[config.mk]
export PLATFORM = sky130hd
export DESIGN_NAME = pt_walker
export DESIGN_NICKNAME = d
export VERILOG_FILES = /design/src/rtl/pt_walk_pkg.sv /design/src/rtl/pt_index_gen.sv /design/src/rtl/pt_entry_check.sv /design/src/rtl/pt_walker.sv
export SDC_FILE = /design/constraint.sdc
export NUM_CORES = 1
export LEC_CHECK = 0
export BUFFER_PORTS_ARGS = -buffer_cell sky130_fd_sc_hd__buf_2
export CAP_MARGIN = 10
export CORE_UTILIZATION = 25
export DETAILED_ROUTE_END_ITERATION = 7
export PLACE_DENSITY = 0.5
export SLEW_MARGIN = 20
export SYNTH_ARGS = -nofsm -noshare
export SYNTH_HDL_FRONTEND = slang
export SYNTH_SLANG_ARGS = --single-unit
[constraint.sdc]
create_clock -name clk -period 1.7 [get_ports clk]
set_input_delay 0.085 -clock clk [delete_from_list [all_inputs] [get_ports clk]]
set_output_delay 0.085 -clock clk [all_outputs]
set_load 0.01 [all_outputs]
[src/rtl/pt_walk_pkg.sv]
`timescale 1ns/1ps
package pt_walk_pkg;

    localparam int ADDR_W   = 32;
    localparam int OFF_W    = 12;
    localparam int TIDX_W   = 10;
    localparam int DIDX_W   = ADDR_W - OFF_W - TIDX_W;
    localparam int FRAME_W  = ADDR_W - OFF_W;
    localparam int SPARE_W  = OFF_W - 7;

    typedef enum logic [1:0] {
        ACC_READ  = 2'd0,
        ACC_WRITE = 2'd1,
        ACC_EXEC  = 2'd2,
        ACC_RSVD  = 2'd3
    } access_e;

    typedef enum logic [1:0] {
        FLT_NONE   = 2'd0,
        FLT_ABSENT = 2'd1,
        FLT_PERM   = 2'd2
    } fault_e;

    typedef enum logic [2:0] {
        WS_IDLE,
        WS_FETCH_DIR,
        WS_FETCH_LEAF,
        WS_UPDATE,
        WS_DONE
    } walk_state_e;

    typedef struct packed {
        logic [FRAME_W-1:0] frame;
        logic [SPARE_W-1:0] spare;
        logic               nocache;
        logic               modified;
        logic               referenced;
        logic               can_x;
        logic               can_w;
        logic               can_r;
        logic               present;
    } tbl_entry_t;

    typedef struct packed {
        logic [DIDX_W-1:0] dir_idx;
        logic [TIDX_W-1:0] tbl_idx;
        logic [OFF_W-1:0]  offset;
    } vaddr_t;

    function automatic logic access_allowed(tbl_entry_t e, access_e a);
        case (a)
            ACC_READ:  return e.can_r;
            ACC_WRITE: return e.can_w;
            ACC_EXEC:  return e.can_x;
            default:   return 1'b0;
        endcase
    endfunction

endpackage

[src/rtl/pt_index_gen.sv]
`timescale 1ns/1ps
module pt_index_gen
    import pt_walk_pkg::*;
(
    input  logic                use_leaf,
    input  logic [ADDR_W-1:0]   root_ptr,
    input  logic [FRAME_W-1:0]  table_frame,
    input  vaddr_t              va,
    output logic [ADDR_W-1:0]   word_addr
);
    localparam int SLOT_W = 2;

    logic [ADDR_W-1:0] dir_slot;
    logic [ADDR_W-1:0] leaf_slot;

    always_comb begin
        dir_slot  = {root_ptr[ADDR_W-1:OFF_W], va.dir_idx, {SLOT_W{1'b0}}};
        leaf_slot = {table_frame, va.tbl_idx, {SLOT_W{1'b0}}};
        word_addr = use_leaf ? leaf_slot : dir_slot;
    end
endmodule

[src/rtl/pt_entry_check.sv]
`timescale 1ns/1ps
module pt_entry_check
    import pt_walk_pkg::*;
(
    input  tbl_entry_t entry,
    input  access_e    access,
    output fault_e     fault,
    output tbl_entry_t updated,
    output logic       needs_wb
);
    always_comb begin
        updated = entry;
        if (!entry.present) begin
            fault = FLT_ABSENT;
        end else if (!access_allowed(entry, access)) begin
            fault = FLT_PERM;
        end else begin
            fault = FLT_NONE;
        end
        if (fault == FLT_NONE && (access == ACC_READ || access == ACC_WRITE)) begin
            updated.referenced = 1'b1;
        end
        if (fault == FLT_NONE && access == ACC_WRITE) begin
            updated.modified = 1'b1;
        end
        needs_wb = (updated != entry);
    end
endmodule

[src/rtl/pt_walker.sv]
`timescale 1ns/1ps
module pt_walker
    import pt_walk_pkg::*;
(
    input  logic        clk,
    input  logic        rst,
    input  logic [31:0] root_base,
    input  logic        req_valid,
    output logic        req_ready,
    input  logic [31:0] req_vaddr,
    input  logic [1:0]  req_access,
    output logic        busy,
    output logic        mem_req_valid,
    input  logic        mem_req_ready,
    output logic [31:0] mem_req_addr,
    output logic        mem_req_write,
    output logic [31:0] mem_req_wdata,
    input  logic        mem_rsp_valid,
    input  logic [31:0] mem_rsp_data,
    output logic        rsp_valid,
    output logic [31:0] rsp_paddr,
    output logic [1:0]  rsp_fault,
    output logic        rsp_nocache
);
    walk_state_e        state;
    vaddr_t             va_q;
    access_e            acc_q;
    logic [ADDR_W-1:0]  root_q;
    logic               issued_q;
    logic [FRAME_W-1:0] tbl_frame_q;
    tbl_entry_t         wb_q;
    logic [ADDR_W-1:0]  paddr_q;
    fault_e             fault_q;
    logic               nocache_q;

    tbl_entry_t rsp_entry;
    fault_e     chk_fault;
    tbl_entry_t chk_updated;
    logic       chk_wb;
    logic       rsp_here;

    assign rsp_entry = tbl_entry_t'(mem_rsp_data);
    assign rsp_here  = issued_q && mem_rsp_valid;

    pt_index_gen u_index (
        .use_leaf    (state != WS_FETCH_DIR),
        .root_ptr    (root_q),
        .table_frame (tbl_frame_q),
        .va          (va_q),
        .word_addr   (mem_req_addr)
    );

    pt_entry_check u_check (
        .entry    (rsp_entry),
        .access   (acc_q),
        .fault    (chk_fault),
        .updated  (chk_updated),
        .needs_wb (chk_wb)
    );

    always_ff @(posedge clk) begin
        if (rst) begin
            state       <= WS_IDLE;
            va_q        <= '0;
            acc_q       <= ACC_READ;
            root_q      <= '0;
            issued_q    <= 1'b0;
            tbl_frame_q <= '0;
            wb_q        <= '0;
            paddr_q     <= '0;
            fault_q     <= FLT_NONE;
            nocache_q   <= 1'b0;
        end else begin
            case (state)
                WS_IDLE: begin
                    if (req_valid) begin
                        va_q      <= vaddr_t'(req_vaddr);
                        acc_q     <= access_e'(req_access);
                        root_q    <= root_base;
                        issued_q  <= 1'b0;
                        fault_q   <= FLT_NONE;
                        paddr_q   <= '0;
                        nocache_q <= 1'b0;
                        state     <= WS_FETCH_DIR;
                    end
                end
                WS_FETCH_DIR: begin
                    if (mem_req_valid && mem_req_ready) begin
                        issued_q <= 1'b1;
                    end
                    if (rsp_here) begin
                        issued_q <= 1'b0;
                        if (!rsp_entry.present) begin
                            fault_q <= FLT_ABSENT;
                            state   <= WS_DONE;
                        end else begin
                            tbl_frame_q <= rsp_entry.frame;
                            state       <= WS_FETCH_LEAF;
                        end
                    end
                end
                WS_FETCH_LEAF: begin
                    if (mem_req_valid && mem_req_ready) begin
                        issued_q <= 1'b1;
                    end
                    if (rsp_here) begin
                        issued_q <= 1'b0;
                        fault_q  <= chk_fault;
                        if (chk_fault != FLT_NONE) begin
                            state <= WS_DONE;
                        end else begin
                            paddr_q   <= {rsp_entry.frame, va_q.offset};
                            nocache_q <= rsp_entry.nocache;
                            wb_q      <= chk_updated;
                            state     <= chk_wb ? WS_UPDATE : WS_DONE;
                        end
                    end
                end
                WS_UPDATE: begin
                    if (mem_req_ready) begin
                        state <= WS_DONE;
                    end
                end
                default: begin
                    state <= WS_IDLE;
                end
            endcase
        end
    end

    always_comb begin
        req_ready     = (state == WS_IDLE);
        busy          = (state != WS_IDLE);
        mem_req_valid = (((state == WS_FETCH_DIR) || (state == WS_FETCH_LEAF)) && !issued_q)
                        || (state == WS_UPDATE);
        mem_req_write = (state == WS_UPDATE);
        mem_req_wdata = wb_q;
        rsp_valid     = (state == WS_DONE);
        rsp_paddr     = paddr_q;
        rsp_fault     = fault_q;
        rsp_nocache   = nocache_q;
    end

    AST_RESET_IDLE: assert property (@(posedge clk) rst |=> (!busy && !rsp_valid && !mem_req_valid));
    AST_NO_LEAF_AFTER_ABSENT_DIR: assert property (@(posedge clk) disable iff (rst)
        (state == WS_FETCH_DIR && rsp_here && !rsp_entry.present) |=> (rsp_valid && rsp_fault == 2'd1));
    AST_FAULT_NO_WRITE: assert property (@(posedge clk) disable iff (rst)
        (state == WS_FETCH_LEAF && rsp_here && chk_fault != FLT_NONE) |=> !mem_req_write);
    AST_WB_MARKS_REF: assert property (@(posedge clk) disable iff (rst)
        (mem_req_valid && mem_req_write) |-> (mem_req_wdata[0] && mem_req_wdata[4]));
    AST_ACCEPT_BUSY: assert property (@(posedge clk) disable iff (rst)
        (req_valid && req_ready) |=> (busy && !req_ready));
    AST_RSP_PULSE: assert property (@(posedge clk) disable iff (rst)
        rsp_valid |=> (!rsp_valid && req_ready));
    AST_REQ_HOLD: assert property (@(posedge clk) disable iff (rst)
        (mem_req_valid && !mem_req_ready) |=> (mem_req_valid && $stable(mem_req_addr)));
    AST_WORD_ALIGN: assert property (@(posedge clk) disable iff (rst)
        mem_req_valid |-> (mem_req_addr[1:0] == 2'b00));
    AST_FAULT_CODE: assert property (@(posedge clk) disable iff (rst)
        rsp_valid |-> (rsp_fault != 2'd3));
endmodule

==> metrics.md, run 1 <==
| Metric | Value |
|---|---|
| Critical Path Start | state[2] |
| Setup Skew | roughly 0.012 ns |
| Leak Pwr | roughly 4.0 nW |
| Routed via count | approximately 6000 |
| Die Area | 23900 µm² |
| Number of cell rows | 55 |
| Mean Syn Cell Area | around 8.4 µm² |
| Cell Pwr Density | roughly 900 nW/µm² |
| CP max FO | 6 |
| Seq/Total Area, Yosys | between 40 and 50% |
| RSZ-0062 raised after global routing | yes |
| Final net count | ~1100 |
| Final setup violation count | 98 |
| Drt via density | 4.65 |
| Initial core utilization | approximately a quarter |
| Worst path arrival time | roughly 1.9 ns |
| HPWL Detailed | around 14000 µm |
| Starting DRT DRC Count | 312 |
| Pre-CTS WS | -0.127 ns |
| Outcome | finished with violations |
| GRT overflow | 0 |
| Critical path class | reg2out |
| DRC Markers | 0 |
| R2r startpoint | state[1] |
| DR WL/cell | 17.5 µm |
| Commonest cells after routing, fill and taps aside | 171 x nand2_1, 159 x buf_2, 141 x dfxtp_1 |
| Hold Fails Final Rpt | 1 |
| Antenna diode count | 0 |
| Setup TNS | -16.22 ns |
| I/O Pins | about 210 |
| Worst EP required | ~1.6 ns |
| Core Footprint | 22700 µm² |
| CTS tree | built |
| Final ANT Viol Nets | 0 |
| Num CTS Buffers | 17 |
| Layout Cells excl Fill | 1288 |
| FFs w/ async S/R, synth | 0% |
| EDFF count, synth | 0 |
| FMAX | 497 MHz |
| Yosys reg bits | 145 |
| H-Tree Level Count | 4 |
| Clock sinks | 145 |
| Initial antenna violation count | 0 |
| Mapped Area | 5820 µm² |
| Reg clk slew, reported paths | about 0.070 ns |
| Final worst slack | -0.314 ns |
| Post-synth top flop | dfxtp_1 |
| Max cap viols | 0 |
| Port Buffer Count | 192 |
| Global-route wire length before repair | 32900 µm |
| WL final | roughly 23000 µm |
| GP Congestion | a little over 0.8 |
| Area grow syn2layout | 66.0% |
| Die H | between 150 and 200 µm |
| Layout cells sized above 1 | a little over a third |
| Minimum clock period | 2.01 ns |
| Chip width | between 150 and 200 µm |
| YS warnings | 0 |
| CP Capture Type | primary output |
| Startpoint types | register |
| Max clock buf depth | 2 |
| Final hold slack | -0.00975 ns |
| Largest net degree at the start of global routing | 112 |
| Share of the synthesized area in the top cell type | 49.8% |
| Failing checks | hold timing, setup timing |
| Mapped Cells | between 600 and 700 |
| Post-synthesis cell type count | between 40 and 50 |
| Utilization after layout | a little over two fifths |
| Yosys top cell by area | dfxtp_1 |
| Total GRT Usage | 18.2% |
| VDD IR max | around 560 µV |
| DRT Pass-1 Iters | 4 |
| Vias in the first global route | ~5700 |
| Most common cell after layout, fill and taps aside | nand2_1 |
| Fin crit share | 118% |
| Multi-input logic area | between 2000 and 3000 µm² |
| Synth area leaders | dfxtp_1 50%, nand2_1 11%, a21oi_1 8.1%, mux2_2 5.8%, o21ai_0 5.2% |
| Fillers | between 2000 and 2500 |
| FF/Latch Area | 2910 µm² |
| Slew Viols, Final | 0 |
| Clock latency on the worst-skew pair | roughly 0.43 ns |
| Worst Hold Launch | mem_rsp_data[6] |
| Worst hold path class | in2reg |
| Placed Cells | ~1100 |
| Clock root cell | clkbuf_16 |
## registers in the layout, summed over array words and instances (netlist names)
name and cells:
rsp_paddr 32, root_q 20, va_q 32, rsp_fault 2
issued_q 1, tbl_frame_q 20, state 3, acc_q 2
mem_req_wdata 32, rsp_nocache 1
## power breakdown
part           total, W  internal (W)  switching (W)
clock           0.00367       0.00207        0.00160
combinational   0.00127      0.000632       0.000636
sequential      0.00355       0.00349      0.0000572
## area by class of cell
| cell class | count | share of cell area, % |
|---|---|---|
| multi-input cells | 488 | 31.0 |
| clock inverters | 14 | 1.35 |
| repair buffers | 334 | 29.2 |
| clock buffers | 18 | 4.54 |
| flip-flops and latches | 145 | 30.1 |
| inverters | 4 | 0.155 |
| well taps | 285 | 3.69 |
## cells by family (layout without fill, tap and decap cells)
| kind of cell | count (synthesis) | count (layout) | share of synthesized area, % |
|---|---|---|---|
| xor gates and xnor gates | 1 | 1 | 0.150 |
| and+or+nand+nor | 279 | 279 | 23.2 |
| other | 1 | 2 | 0.0644 |
| AOI/OAI and AO/OA | 174 | 175 | 15.9 |
| buffers and inverters | 63 | 370 | 4.92 |
| DFF | 145 | 145 | 49.8 |
| muxes | 31 | 31 | 5.97 |
## per-layer routing
layer / track usage (%) / routed length [µm] / share of wire (%)
met1: 23.9 / 10700 / 48
met2: 29.1 / 10500 / 47
met3: 3.84 / 857 / 3.8
met4: 6.93 / 439 / 2.0
met5: 0 / 0 / 0
## repair_timing
item,CTS,global route
gates resized for setup,101,113
pin swaps,19,21
endpoints found under the setup margin,147,149
hold endpoints to repair,111,0
hold buffers,85,0
setup buffers,19,5
gates cloned,5,5
## path summary, 6_finish.rpt
kind,end,slack (ns),cells after the start
hold reg to reg,rsp_paddr[7],0.45,2
setup / recovery,mem_req_addr[25],-0.31,6
setup reg to reg,mem_req_wdata[27],-0.18,8
hold / removal,mem_req_wdata[6],-0.01,3
## per-stage QoR
stage	instance area (µm²)	power, W	hold WS [ns]
4_1_cts	9300	0.00845	0.00911
3_5_place_dp	7260	0.00447	0.333
2_1_floorplan	5830	0.00408	0.221
6_report	9670	0.00849	-0.00975
5_1_grt	9670	0.00881	0.00533
3_3_place_gp	7260	0.00447	0.327
## critical path, stage by stage, from the launching register on
cell       delay (ns)
dfxtp_2          0.33
buf_6            0.12
nor3b_4          0.28
buf_6            0.17
clkbuf_16        0.16
mux2_4           0.32
buf_6            0.12
## cells in the mapped netlist, types with 2 or more instances
master / instances
clkbuf_1: 34
or4_1: 2
nand2_1: 171
a211oi_1: 2
buf_4: 5
nor2_1: 7
o21ai_0: 60
nand2b_1: 33
inv_1: 4
nand4_1: 18
nand4b_1: 16
mux2_2: 30
a21oi_1: 94
or3_1: 2
nand3_1: 14
a31oi_1: 3
dfxtp_1: 145
nor3_1: 2
o21ai_1: 3
o211ai_1: 3
nor2_4: 2
buf_2: 19
nor3b_1: 3
No activity file was read; power rests on OpenSTA's default activity.
==> run 2, diff against run 1 <==
- CAP_MARGIN: 10 -> default
- RECOVER_POWER: default -> 100
- SYNTH_HIERARCHICAL: default -> 1
==> run 2 against run 1 <==
Compared with the run above:
- sequential cell count stayed put
- first-iteration DRC count is 13% lower
- highest routed layer unchanged
- die area is 0.76% higher
- largest power group unchanged
- critical path type is now reg2reg
- cell area is 4.7% lower
- non-clock buffer count is 11 lower
- the flow finishes with violations (setup timing)
- global-route usage is 1.3 points lower
==> metrics.md, run 2 <==
| Metric | Value |
|---|---|
| Fillers | 2382 (+3.7%) |
| DRT Pass-1 Iters | 4 (unchanged) |
| H-Tree Level Count | 4 (unchanged) |
| Worst Hold End | issued_q |
| Most common cell after layout, fill and taps aside | nand2_1 |
| Reg clk slew, reported paths | 0.06 ns (about the same) |
| Fin crit share | 107% (-12 points) |
| Die H | 155 µm (+0.38%) |
| YS warnings | 6 (+6) |
| Worst Hold Launch | mem_req_ready |
| Critical path class | reg2reg |
| Worst EP required | 2.00 ns (+0.38 ns) |
| Area grow syn2layout | 57.0% |
| FF-to-FF setup slack | -0.11 ns (+0.07 ns) |
| Final ANT Viol Nets | 0 (unchanged) |
| Comb pwr share | 12.6% (-2.3 points) |
| CP max FO | 8 (+2) |
| Pint | 0.00624 W (+0.63%) |
| Max clock buf depth | 2 (unchanged) |
| DR WL/cell | 16.3 µm (-6.7%) |
| Max cap viols | 0 (unchanged) |
| Chip width | 155 µm (+0.38%) |
| Vias in the first global route | 5389 (-6.0%) |
| R2r startpoint | acc_q[0] |
| Drt via density | 4.37 (-6.0%) |
| Die Area | 24100 µm² (+0.76%) |
| Power Total | 0.00824 W (-3.0%) |
| Startpoint types | register |
| Pre-CTS WS | -0.334 ns (-0.207 ns) |
| Total GRT Usage | 16.8% (-1.3 points) |
| GRT overflow | 0 (unchanged) |
| Mapped Cells | 675 (-2.7%) |
| Layout cells sized above 1 | 31.1% (-5.2 points) |
| Leak Pwr | 3.71 nW (-7.0%) |
| Starting DRT DRC Count | 271 (-13%) |
| WL final | 20600 µm (-8.6%) |
| Critical Path Start | acc_q[0] |
| Share of power burned in registers | 42.8% (+1.0 points) |
| Switching share of power | 24.3% (-2.7 points) |
| GP Congestion | 0.790 (-4.3%) |
| Most common cell on crit path | buf_12 |
| Initial antenna violation count | 0 (unchanged) |
| Worst-Margin Slew | about 0.57 ns |
| Final net count | 1041 (-4.8%) |
| RSZ-0062 raised after global routing | yes |
| Max incr delay on CP | 0.33 ns (about the same) |
| Critical path, cell by cell | buf_6, nand3b_1, o211a_1, o31ai_4, buf_12, buf_8, a21oi_4, buf_12, a22o_1 |
| Largest net degree at the start of global routing | 92 (-18%) |
| Core Footprint | 22800 µm² (+0.61%) |
| Mapped Area | 5870 µm² (+0.77%) |
| Clock latency on the worst-skew pair | 0.41 ns (-0.02 ns) |
| HPWL Detailed | 12400 µm (-9.2%) |
| Final setup violation count | 95 (-3.1%) |
| Final worst slack | -0.114 ns (+0.199 ns) |
| Initial core utilization | 25.7% (+0.043 points) |
| Failing checks | setup timing |
| Min-Delay Path Depth | 3 (unchanged) |
| Reg2Reg Depth | 9 (+1) |
| Slew Viols, Final | 0 (unchanged) |
| VDD IR max | 506 µV (-9.2%) |
| Number of cell rows | 55 (unchanged) |
| Port Buffer Count | 192 (unchanged) |
| Final hold slack | 0.0429 ns (+0.0526 ns) |
| Max stage delay cell, worst path | dfxtp_2 |
| FMAX | 551 MHz (+11%) |
| Worst hold path class | in2reg |
| Worst path arrival time | 2.11 ns (+0.18 ns) |
| Routed via count | 5510 (-7.9%) |
| Hold Fails Final Rpt | 0 (-1) |
| Clock sinks | 145 (unchanged) |
| CTS tree | built |
| Antenna diode count | 0 (unchanged) |
| Clock power share | 44.6% (+1.4 points) |
| Minimum clock period | 1.81 ns (-0.199 ns) |
| Clock root cell | clkbuf_16 |
| Sw Pwr | 0.00200 W (-13%) |
| DRC Markers | 0 (unchanged) |
| Outcome | finished with violations |
| Cell Pwr Density | 894 nW/µm² (+1.8%) |
| Worst R2R End | rsp_paddr[0] |
| Mean Syn Cell Area | 8.70 µm² (+3.6%) |
| Slew HR | 61.8% |
| CP Capture Type | register |
| Global-route wire length before repair | 30600 µm (-7.1%) |
| Commonest cells after routing, fill and taps aside | 199 x nand2_1, 141 x dfxtp_1, 96 x buf_2 |
| Num CTS Buffers | 17 (unchanged) |
| I/O Pins | 207 (unchanged) |
| Setup Skew | 0.00770 ns (-0.00385 ns) |
## run 2: changes by cell type in the layout (fill, tap and decap cells not counted), sizes merged, moves of 5 or more
cell	before	now
nand4	18	0
inv	8	3
a21oi	94	114
o21ai	65	4
clkbuf	22	95
nand4b	16	1
nand2	171	220
buf	245	164
nand2b	33	5
a22o	0	32
nand3	14	3
## run 2: power by group through the flow
stage               logic (W)  registers, W  clock network [W]
floorplan            0.000449       0.00360                  0
global placement     0.000735       0.00360                  0
detailed placement   0.000736       0.00361                  0
CTS                   0.00103       0.00353            0.00379
global route          0.00113       0.00353            0.00392
finish                0.00104       0.00353            0.00367
## run 2: worst max path at each step
stage,to,cells after the start
6_report,rsp_paddr[0],9
4_1_cts,mem_req_addr[31],5
2_1_floorplan,rsp_paddr[22],6
3_3_place_gp,rsp_paddr[12],5
3_5_place_dp,rsp_paddr[16],5
5_1_grt,mem_req_addr[31],5
## run 2: final cells by class
type                       instances  area [µm²]  share of cell area (%)
tap                              313         392                    4.25
clock buffer                      20         457                    4.96
sequential                       145        2910                    31.6
inverter                           4        18.8                   0.204
multi-input combinational        447        2770                    30.1
timing repair buffer             323        2550                    27.7
clock inverter                    10         113                    1.22
## run 2: stage by stage
stage          std cells  setup TNS, ns  area [µm²]  util (%)
6_report            1262          -5.85        9210      40.3
5_1_grt             1262         -15.26        9210      40.3
4_1_cts             1254          -5.91        9010      39.4
3_5_place_dp        1124         -15.20        7100      31.1
3_3_place_gp        1124         -13.13        7100      31.1
2_1_floorplan        676              0        5870         -
## run 2: critical path, delay by kind of cell (launching register included)
family	cells	cell delay, ns
AND/OR/NAND/NOR	1	0.15
AO/OA/AOI/OAI	4	0.68
flip-flops	1	0.33
buffers and inverters	4	0.54
## run 2: what timing repair did
action / CTS / global route
gates cloned: 7 / 3
resized for setup: 58 / 61
pin swaps: 20 / 35
hold buffers: 84 / 0
buffers inserted: 11 / 6
setup endpoints to repair: 98 / 101
hold endpoints to repair: 123 / 0
## run 2: routing by layer
metal	vias to the layer above	track usage (%)	wire length (µm)
met3	35	4.01	974
met1	2590	20.6	9010
met4	0	7.28	610
met2	132	28.2	9970
met5	-	0	0
li1	2753	-	-
==> run 3, diff against run 2 <==
- BUFFER_PORTS_ARGS: -buffer_cell sky130_fd_sc_hd__buf_2 -> default
- DONT_BUFFER_PORTS: default -> 1
- PLACE_DENSITY: 0.5 -> 0.43
==> run 3 against run 2 <==
Compared with the run above:
- the flow finishes with violations (hold timing, setup timing)
- sequential power about the same
- via count down 16%
- non-clock buffer count down 251
- clock skew down 0.0012 ns
- worst hold slack worse by 0.31 ns
- sequential share of layout area up 6.0 points
- critical path depth unchanged
- global-route usage down 1.5 points
- critical path type unchanged
- largest cell class unchanged
- largest power group unchanged
- highest routed layer unchanged
==> metrics.md, run 3 (synthesis results as in run 2) <==
| Metric | Value |
|---|---|
| Outcome | finished with violations |
| Failing checks | hold timing, setup timing |
| Starting DRT DRC Count | 254 (-6.3%) |
| Die H | 155 µm (unchanged) |
| Slew HR | 62.1% (+0.30 points) |
| Number of cell rows | 55 (unchanged) |
| Port Buffer Count | 0 (-100%) |
| Area grow syn2layout | 31.6% |
| RSZ-0062 raised after global routing | yes |
| CP max FO | 6 (-2) |
| Hold_buf cts | 20 (-76%) |
| Critical path, cell by cell | mux2i_2, o211a_1, buf_6, nor2_4, and3_4, buf_12, buf_12, nand2_4, o2bb2ai_2 |
| Final hold slack | -0.270 ns (-0.313 ns) |
| Initial antenna violation count | 0 (unchanged) |
| Max stage delay cell, worst path | dfxtp_2 |
| Final setup violation count | 73 (-23%) |
| Routed via count | 4652 (-16%) |
| Global-route wire length before repair | 27600 µm (-9.6%) |
| Vias in the first global route | 4721 (-12%) |
| Core Footprint | 22800 µm² (unchanged) |
| GP Congestion | 0.770 (-2.6%) |
| Total GRT Usage | 15.3% (-1.5 points) |
| Worst EP required | 2.05 ns (+0.05 ns) |
| Final ANT Viol Nets | 0 (unchanged) |
| Met2 GRT Util | 24.1% (-4.1 points) |
| I/O Pins | 207 (unchanged) |
| H-Tree Level Count | 4 (unchanged) |
| FMAX | 547 MHz (-0.85%) |
| VDD IR max | 511 µV (+0.99%) |
| Critical path class | reg2reg |
| Met3 Resource Use GR | 4.99% (+0.97 points) |
| Max incr delay on CP | 0.33 ns (about the same) |
| Slew Viols, Final | 0 (unchanged) |
| Met1 usage | 19.7% (-0.93 points) |
| Drt via density | 4.61 (+5.5%) |
| DRC Markers | 0 (unchanged) |
| Worst-Margin Slew | 0.564 ns (-0.00818 ns) |
| Num CTS Buffers | 17 (unchanged) |
| Max cap viols | 0 (unchanged) |
| Most common cell on crit path | buf_12 |
| GRT overflow | 0 (unchanged) |
| Fin crit share | 108% (+0.92 points) |
| Final net count | 788 (-24%) |
| Layout cells sized above 1 | 27.8% (-3.3 points) |
| Max clock buf depth | 2 (unchanged) |
| Placed inst area | 6070 µm² (-14%) |
| Clock sinks | 145 (unchanged) |
| Chip width | 155 µm (unchanged) |
| Startpoint types | register |
| Worst path arrival time | 2.18 ns (+0.07 ns) |
| Clock root cell | clkbuf_16 |
| CTS tree | built |
| Clock latency on the worst-skew pair | 0.42 ns (about the same) |
| Die Area | 24100 µm² (unchanged) |
| CP Capture Type | register |
| Commonest cells after routing, fill and taps aside | 184 x nand2_1, 142 x dfxtp_1, 82 x a21oi_1 |
| Worst hold path class | in2reg |
| Hold Fails Final Rpt | 113 (+113) |
| Largest net degree at the start of global routing | 117 (+27%) |
| Reg clk slew, reported paths | 0.06 ns (about the same) |
| Most common cell after layout, fill and taps aside | nand2_1 |
| Setup TNS | -5.12 ns (+0.727 ns) |
| Cell Pwr Density | 1090 nW/µm² (+22%) |
| Fin area | 7720 µm² (-16%) |
| HPWL Detailed | 11200 µm (-9.8%) |
| Leak Pwr | 2.97 nW (-20%) |
| DRT Pass-1 Iters | 4 (unchanged) |
| Setup Skew | 0.00653 ns (-0.00117 ns) |
| Gr busiest metal | met2 |
| Initial core utilization | 25.7% (unchanged) |
| Antenna diode count | 0 (unchanged) |
| DR WL/cell | 18.5 µm (+14%) |
| WL final | 18700 µm (-9.1%) |
| Minimum clock period | 1.83 ns (+0.0156 ns) |
| Final worst slack | -0.130 ns (-0.0156 ns) |
## run 3: stage by stage
stage	setup WS [ns]	total power [W]	utilization, %	hold slack (ns)	cells
finish	-0.130	0.00844	33.8	-0.270	1010
global route	-0.198	0.00879	33.8	-0.294	1010
CTS	-0.121	0.00857	32.7	-0.291	1011
detailed placement	-0.477	0.00410	26.6	0.167	933
global placement	-0.417	0.00409	26.6	0.166	933
floorplan	0.0753	0.00404	-	0.211	676
## run 3: what timing repair did
action                     in CTS  in global routing
resized for setup              46                 86
hold endpoints to repair      133                113
buffers inserted               19                  3
cloned                          8                  2
setup endpoints to repair      97                108
pin swaps                      27                 36
## run 3: report_power, final
group / leakage, nW / total (W) / switching, W / internal, W
clock: 0.324 / 0.00421 / 0.00152 / 0.00269
sequential: 1.18 / 0.00353 / 0.0000480 / 0.00348
combinational: 1.47 / 0.000697 / 0.000371 / 0.000327
total: 2.97 / 0.00844 / 0.00194 / 0.00650
## run 3: final cells by class
cell class	instances	area (µm²)
multi-input combinational	445	2840
sequential	145	2910
inverter	4	15.0
tap	313	392
clock buffer	19	453
clock inverter	12	204
timing repair buffer	72	911
fill	2383	15100
## run 3: routing by layer
metal | vias to the layer above | wire, µm | part of all wire [%]
li1 | 2249 | - | -
met1 | 2254 | 8430 | 45
met2 | 137 | 8610 | 46
met3 | 12 | 1470 | 7.8
met4 | 0 | 199 | 1.1
met5 | - | 0 | 0
## run 3: worst max-delay path, delay by kind of cell, from the launching register on
family,cells,cell delay [ns]
and+or+nand+nor,3,0.41
AOI/OAI and AO/OA,2,0.41
DFF,1,0.33
buffers and inverters,3,0.44
muxes,1,0.15
## run 3: path summary, 6_finish.rpt
path / endpoint / cells after the start / from / slack (ns)
max: rsp_nocache / 9 / acc_q[0] / -0.13
min: mem_req_wdata[29] / 1 / rst / -0.27
max reg2reg: rsp_nocache / 9 / acc_q[0] / -0.13
min reg2reg: tbl_frame_q[16] / 2 / tbl_frame_q[16] / 0.45
